===== config.mk =====
export PLATFORM = sky130hd
export DESIGN_NAME = latched_status_group
export DESIGN_NICKNAME = d
export VERILOG_FILES = /design/src/rtl/status_grp_pkg.sv /design/src/rtl/stat_edge_cell.sv /design/src/rtl/stat_mask_reg.sv /design/src/rtl/stat_read_mux.sv /design/src/rtl/stat_summary.sv /design/src/rtl/latched_status_group.sv
export SDC_FILE = /design/constraint.sdc
export NUM_CORES = 1
export LEC_CHECK = 0
export ABC_CLOCK_PERIOD_IN_PS = 800
export BUFFER_PORTS_ARGS = -buffer_cell sky130_fd_sc_hd__buf_2
export CAP_MARGIN = 10
export CELL_PAD_IN_SITES_DETAIL_PLACEMENT = 1
export CELL_PAD_IN_SITES_GLOBAL_PLACEMENT = 1
export CORE_MARGIN = 1.5
export CORE_UTILIZATION = 23
export DETAILED_ROUTE_END_ITERATION = 8
export GPL_TIMING_DRIVEN = 0
export PLACE_DENSITY_LB_ADDON = 0.1
export SYNTH_ARGS = -nofsm -noshare
export SYNTH_HDL_FRONTEND = slang
export SYNTH_SLANG_ARGS = --single-unit

===== constraint.sdc =====
create_clock -name clk -period 0.8 [get_ports clk]
set_input_delay 0.12 -clock clk [delete_from_list [all_inputs] [get_ports clk]]
set_output_delay 0.12 -clock clk [all_outputs]
set_load 0.02 [all_outputs]

===== src/rtl/status_grp_pkg.sv =====
package status_grp_pkg;
  localparam int STAT_W = 16;
  localparam logic [STAT_W-1:0] STAT_USED = 16'h0603;

  typedef enum logic [1:0] {
    SEL_COND = 2'b00,
    SEL_EVT  = 2'b01,
    SEL_EN   = 2'b10,
    SEL_NONE = 2'b11
  } rd_sel_e;
endpackage


===== src/rtl/stat_edge_cell.sv =====
module stat_edge_cell (
  input  logic clk,
  input  logic rst_n,
  input  logic cond_i,
  input  logic clr_i,
  output logic evt_o
);
  logic prev_q, prev_d;
  logic evt_q, evt_d;
  logic rise;

  always_comb begin
    rise   = cond_i & ~prev_q;
    prev_d = cond_i;
    if (clr_i) evt_d = rise;
    else       evt_d = evt_q | rise;
  end

  always_ff @(posedge clk or negedge rst_n) begin
    if (!rst_n) begin
      prev_q <= 1'b0;
      evt_q  <= 1'b0;
    end else begin
      prev_q <= prev_d;
      evt_q  <= evt_d;
    end
  end

  assign evt_o = evt_q;

  assert_rise_sets_R2: assert property (@(posedge clk) disable iff (!rst_n)
    (cond_i && !prev_q) |=> evt_q);
  assert_sticky_R4: assert property (@(posedge clk) disable iff (!rst_n)
    (evt_q && !clr_i) |=> evt_q);
  assert_clear_R6: assert property (@(posedge clk) disable iff (!rst_n)
    (clr_i && !(cond_i && !prev_q)) |=> !evt_q);
  assert_edge_kept_R7: assert property (@(posedge clk) disable iff (!rst_n)
    (clr_i && cond_i && !prev_q) |=> evt_q);
  assert_no_retrigger_R3: assert property (@(posedge clk) disable iff (!rst_n)
    (prev_q && clr_i) |=> !evt_q);
endmodule


===== src/rtl/stat_mask_reg.sv =====
module stat_mask_reg #(
  parameter int W = 16,
  parameter logic [W-1:0] USED = '1
) (
  input  logic         clk,
  input  logic         rst_n,
  input  logic         wr_en,
  input  logic [W-1:0] wr_data,
  output logic [W-1:0] en_o
);
  logic [W-1:0] en_q, en_d;

  always_comb begin
    en_d = en_q;
    if (wr_en) en_d = wr_data & USED;
  end

  always_ff @(posedge clk or negedge rst_n) begin
    if (!rst_n) en_q <= '0;
    else        en_q <= en_d;
  end

  assign en_o = en_q;

  assert_mask_write_R8: assert property (@(posedge clk) disable iff (!rst_n)
    wr_en |=> (en_q == ($past(wr_data) & USED)));
  assert_mask_hold_R8: assert property (@(posedge clk) disable iff (!rst_n)
    !wr_en |=> $stable(en_q));
endmodule


===== src/rtl/stat_read_mux.sv =====
module stat_read_mux
  import status_grp_pkg::*;
#(
  parameter int W = 16
) (
  input  rd_sel_e      sel,
  input  logic [W-1:0] cond_i,
  input  logic [W-1:0] evt_i,
  input  logic [W-1:0] en_i,
  output logic [W-1:0] data_o
);
  always_comb begin
    unique case (sel)
      SEL_COND: data_o = cond_i;
      SEL_EVT:  data_o = evt_i;
      SEL_EN:   data_o = en_i;
      default:  data_o = '0;
    endcase
  end
endmodule


===== src/rtl/stat_summary.sv =====
module stat_summary #(
  parameter int W = 16
) (
  input  logic [W-1:0] evt_i,
  input  logic [W-1:0] en_i,
  output logic         sum_o
);
  always_comb sum_o = |(evt_i & en_i);
endmodule


===== src/rtl/latched_status_group.sv =====
module latched_status_group
  import status_grp_pkg::*;
#(
  parameter int WIDTH = STAT_W,
  parameter logic [WIDTH-1:0] USED_MASK = STAT_USED
) (
  input  logic             clk,
  input  logic             rst_n,
  input  logic [WIDTH-1:0] stat_in,
  input  logic             rd_en,
  input  logic [1:0]       rd_sel,
  output logic [WIDTH-1:0] rd_data,
  input  logic             en_wr,
  input  logic [WIDTH-1:0] en_wr_data,
  input  logic             clr_stat,
  output logic             summary
);
  logic [1:0]       rst_sync_q;
  logic             rst_n_s;
  logic [WIDTH-1:0] cond_w;
  logic [WIDTH-1:0] evt_w;
  logic [WIDTH-1:0] en_w;
  logic             evt_rd;
  logic             evt_clr;
  rd_sel_e          sel_w;

  always_ff @(posedge clk or negedge rst_n) begin
    if (!rst_n) rst_sync_q <= 2'b00;
    else        rst_sync_q <= {rst_sync_q[0], 1'b1};
  end
  assign rst_n_s = rst_sync_q[1];

  assign sel_w   = rd_sel_e'(rd_sel);
  assign cond_w  = stat_in & USED_MASK;
  assign evt_rd  = rd_en && (sel_w == SEL_EVT);
  assign evt_clr = evt_rd | clr_stat;

  for (genvar i = 0; i < WIDTH; i++) begin : g_bit
    if (USED_MASK[i]) begin : g_used
      stat_edge_cell u_cell (
        .clk    (clk),
        .rst_n  (rst_n_s),
        .cond_i (cond_w[i]),
        .clr_i  (evt_clr),
        .evt_o  (evt_w[i])
      );
    end else begin : g_tied
      assign evt_w[i] = 1'b0;
    end
  end

  stat_mask_reg #(.W(WIDTH), .USED(USED_MASK)) u_mask (
    .clk     (clk),
    .rst_n   (rst_n_s),
    .wr_en   (en_wr),
    .wr_data (en_wr_data),
    .en_o    (en_w)
  );

  stat_read_mux #(.W(WIDTH)) u_mux (
    .sel    (sel_w),
    .cond_i (cond_w),
    .evt_i  (evt_w),
    .en_i   (en_w),
    .data_o (rd_data)
  );

  stat_summary #(.W(WIDTH)) u_sum (
    .evt_i (evt_w),
    .en_i  (en_w),
    .sum_o (summary)
  );

  assert_unused_zero_R1: assert property (@(posedge clk) disable iff (!rst_n_s)
    (rd_data & ~USED_MASK) == '0);
  assert_summary_needs_enable_R9: assert property (@(posedge clk) disable iff (!rst_n_s)
    summary |-> (en_w != '0) && (evt_w != '0));
  assert_cond_read_no_clear_R5: assert property (@(posedge clk) disable iff (!rst_n_s)
    (rd_en && sel_w == SEL_COND && !clr_stat && evt_w[0]) |=> evt_w[0]);
  assert_reset_clean_R10: assert property (@(posedge clk)
    !rst_n_s |-> (evt_w == '0) && (en_w == '0) && !summary);
endmodule


; Word level (Yosys, flattened, before mapping)
; Index checks and enable logic that the tools add are counted.
; W data, S select, Z words.
[classes]
addsub = 0
n_mul = 0
div = 0
magnitude_cmp = 0
n_eq_ne = 2
n_shift = 0
n_mux = 5
bitwise_logic = 14
reduce_logical = 3
[op_table]
columns = op, count
row1 = $pmux W11 S3, 1
row2 = $reduce_or A16 Y1, 1
row3 = $and A11 B11 Y11, 1
row4 = $or A1 B1 Y1, 5
row5 = $and A1 B1 Y1, 4
row6 = $mux W1, 4
row7 = $not A1 Y1, 4
row8 = $eq A2 B1 Y1 const B, 1
row9 = $eq A2 B2 Y1 const B, 1
row10 = $logic_not A2 Y1, 1
row11 = $logic_and A1 B1 Y1, 1
[totals]
regBits = 14
latchBits = 0
mem_bits_rw = 0
rom_bits = 0
input_bits = 39
out_inout_bits = 17
word_cells = 34
n_memories = 0

; Logic depth before layout (Yosys ltp)
[depth]
ltp_word = 4
depth_mapped = 3
mapped_depth_nobuf = 2

; By module
; Synthesis repeated with hierarchy kept, for this count alone.
[unflattened]
hier_cells = 95
area_unflattened_um2 = 1071.0
[by_module_without_submodules]
columns = mod, n_inst, cells_per_inst, area_per_inst_um2
row1 = stat_read_mux, 1, 39, 381.6
row2 = stat_edge_cell, 4, 5, 70.1
row3 = stat_mask_reg, 1, 21, 239.0
row4 = stat_summary, 1, 9, 101.3
row5 = latched_status_group, 1, 6, 68.8

; Worst setup path after synthesis
; Ideal clock, no wire load.
[synth_timing]
path_type = register -> output
startpoint = reg g_bit[0].g_used.u_cell.evt_q
endpoint = out rd_data[0]
t_arrival_ns = 0.771
required_ns = 0.680
path_slack_ns = -0.091
path_stages_with_launch = 3
path_cell_list = dfrtp_1 -> mux2i_1 -> o2bb2ai_1
[synth_between]
elab_chain_len = 1
[synth_lines]
columns = element, line
row1 = from (decl), stat_edge_cell.sv:9  ; logic evt_q, evt_d;
row2 = from (signal assigned), stat_edge_cell.sv:25  ; evt_q <= evt_d;
row3 = $pmux W11 S3, stat_read_mux.sv:13  ; unique case (sel)
row4 = to (decl), latched_status_group.sv:12  ; output logic [WIDTH-1:0] rd_data,
; No other way between the ends.

; Final worst setup path
; Ends and elaborated chain as after synthesis.

==> out/summary.md <==
The flow ran to the end, but the final reports show violations. The checks that failed: setup timing. Setup violations remaining at the end of the flow were counted as 7. The number of fillers in the final layout was 317. The post-synthesis simple-gate area fraction was 2.77%; the worst-case vdd ir drop was 0.000930 V. The tools report the remaining antenna violation count after routing as 0.

Setup repair after global routing could not meet its margin everywhere. After synthesis, the share of cell area in mux cells is 12.5%. Net switching is 27.7% of the power.

The total of flip-flops plus latches after synthesis is 14, and the highest net fanout along the worst path is 3. The worst path required time is 680 ps. The worst setup path is of the reg -> out kind.

The congestion estimate from routability-driven global placement came to 0.709. The horizontal die dimension works out to 57.3 um. The logs give 6 for the first-iteration detailed-routing DRC count and 28.0% for the clock network power share.

The clock buffer count from CTS came out at 3. The number of antenna diodes in the final layout is 0. For this run the aggregate overflow at the end of global routing stands at 0. The run gives 0 as the count of unresolved DRC violations after routing. The Yosys step of the flow raised 0 warnings. The sequential area share after synthesis is 51.7%, and the number of I/O pins is 56.

The netlist area before placement is 678 um2. The cell count after synthesis came out at 58. The worst hold path class was in -> reg. Max-cap violations in this run came to 0. The analysis attributes to cell leakage a power of 0.535 nW.

Counting tap cells, the placed design contains a total of 118 instances. The post-route clock period utilization was 154%; the ratio of routed vias to standard cells was 4.05. Wires add up to 1.56 mm. The run gives 537 as the number of global-route vias before repair.

Initial standard-cell utilization of the core: 24.4%. The worst setup skew after layout came out at 0.434 ps. After floorplanning, the core was sized to cover 0.00278 mm2. The die covers 0.00328 mm2. The internal portion of the total power is 1.28 mW.

After synthesis, the largest family of logic cells by area is buffers and inverters. TritonCTS built the clock tree. The arrival time at the worst endpoint is 1110 ps, and the sequential share of power is 46.5%.

Summing the areas of all fa, ha and maj instances in the mapped netlist gives 0% of the synthesized area. After clock tree synthesis, the clock-pin slew on the worst setup and hold paths is 80 ps. The tools report the global-route wire length before repair as 2.56 mm.

Summing internal, switching and leakage power gives 1.77 mW. The average instance in the mapped netlist occupies 11.7 um2. After detailed routing, the average wire length per cell comes to 12.1 um.

The finished layout holds 129 standard cells, fillers aside. The run gives -430 ps as the final worst setup slack. The all-layer global routing usage is 10.8%, and the parity-gate share of the synthesized area counting xor and xnor cells is 0%.

The run gives 308 um2 as the area of the multi-input gates. The tools report the clock insertion delay at the later pin of the skew report as 270 ps. The count of pins over their slew limit is 0, and the clock period minus final worst setup slack is 1230 ps. Combinational logic is responsible for 25.4% of the overall power.

The maximum number of pins on one net before global-route repair is 13. Summed over all nets, the half-perimeter wirelength after detailed placement is 1.12 mm. The synthesized netlist devotes 12.5% of its cell area to compound gates. The sort of element at the end of the critical path was an output pin. The switching power summed over all nets is 0.489 mW. The net count of the finished layout came out at 138. STA classifies the critical path startpoint as a flop.

The row count was 19; the via total after detailed routing was 522. The fraction of layout instances using a drive strength above 1 is 55.1%. The maximum buffer depth of the clock tree is 2. Maximum clock rate: 813 MHz. The die is 57.3 um tall. After synthesis, the netlist uses 13 different library cells. The initial antenna violation count was 0; the count of TritonRoute iterations in the first routing pass was 2. The count of input and output buffers is 18, and the area added between synthesis and finish is 55.5%. The final-report hold violation count is 0, and the number of H-tree branching levels is 1. Power spread over the standard cell area amounts to 1670 mW/mm2.

The root buffer cell chosen for the clock tree is clkbuf_4. The CTS sink count was 14; the sequential cell area in the final layout was 350 um2.
[final timing paths]
check                                                        from                                 endpoint  slack [ps]  depth (start not counted)
max                        g_bit[0].g_used.u_cell.evt_o$_DFF_PN0_                               rd_data[0]        -430                          3
min                                                 en_wr_data[1]               u_mask.en_o[1]$_DFFE_PN0P_          70                          2
max reg2reg                            u_mask.en_o[9]$_DFFE_PN0P_               u_mask.en_o[9]$_DFFE_PN0P_         -10                          1
min reg2reg                               rst_sync_q[1]$_DFF_PN0_  g_bit[9].g_used.u_cell.prev_q$_DFF_PN0_         200                          0
max in group asynchronous                 rst_sync_q[1]$_DFF_PN0_   g_bit[9].g_used.u_cell.evt_o$_DFF_PN0_         270                          0
min in group asynchronous                                   rst_n                  rst_sync_q[0]$_DFF_PN0_         180                          2
[power by group through the flow]
stage               sequential (mW)  clock, mW  combinational (mW)
floorplan                     0.812          0               0.255
global placement              0.827          0               0.343
detailed placement            0.831          0               0.345
CTS                           0.823      0.519               0.438
global route                  0.833      0.574               0.484
finish                        0.822      0.495               0.449
[routing by layer]
layer | part of all wire, % | global-route usage [%]
met5 | 0 | 0
met2 | 50 | 16.1
met1 | 42 | 14.1
met4 | 1.0 | 5.98
met3 | 7.2 | 2.95
[what timing repair did]
| action | in CTS | in global routing |
|---|---|---|
| setup buffers | 1 | 1 |
| pin swaps | 7 | 4 |
| setup endpoints to repair | 7 | 13 |
| endpoints found under the hold margin | 6 | 0 |
| gates resized for setup | 16 | 2 |
| hold buffers | 5 | 0 |
[cells in the mapped netlist]
master     number  share of area, %
nor2b_1         1              0.92
buf_6           1               1.7
buf_4          12                13
dfrtp_1        14                52
a22oi_1         2               2.2
mux2i_1         4               5.9
inv_1           8               4.4
o32ai_1         4               5.2
and3b_1         1               1.3
nand2_1         1              0.55
o2bb2ai_1       4               5.2
conb_1          2               1.1
mux2_2          4               6.6
[placed cells by master (no fill, tap or decap), drive strengths merged]
cell	n
dfrtp	14
clkbuf	4
o2bb2ai	4
nor2b	1
mux2i	4
dlygate4sd3	5
mux2	4
conb	13
inv	8
buf	33
a22oi	2
and3b	1
o32ai	4
nand2	1
[layout make-up]
| cell class | count | area share (%) |
|---|---|---|
| sequential | 14 | 33.2 |
| multi-input combinational | 34 | 29.2 |
| timing repair buffer | 25 | 18.0 |
| buffer | 13 | 9.61 |
| tap | 31 | 3.68 |
| clock buffer | 4 | 3.44 |
| inverter | 8 | 2.85 |
[kinds of logic (layout without fill, tap and decap cells)]
logic type             Yosys count  count (layout)
multiplexers                     8               8
flip-flops                      14              14
buffers and inverters           21              50
AND/OR/NAND/NOR                  3               3
other                            2              13
AO/OA/AOI/OAI                   10              10
[stage by stage]
stage / hold slack (ps) / setup TNS, ps / setup slack [ps] / util [%] / area, um2
finish: 73.6 / -2050 / -430 / 37.9 / 1050
floorplan: -176 / -13.9 / -13.9 / - / 749
CTS: 65.5 / -2100 / -439 / 37.5 / 1040
global route: 55.4 / -2580 / -495 / 37.9 / 1050
global placement: -95.2 / -1440 / -238 / 31.6 / 878
detailed placement: -92.8 / -1460 / -235 / 31.6 / 878
[critical path: stages (launching register included)]
cell and delay, ps:
dfrtp_1 430, mux2i_1 190, o2bb2ai_2 90, buf_6 130
[state kept, by name, summed over array words and instances (netlist names)]
register and cells:
g_bit.g_used.u_cell.evt_o 4, rst_sync_q 2, u_mask.en_o 4, g_bit.g_used.u_cell.prev_q 4
Power figures use the tool's default switching activity.
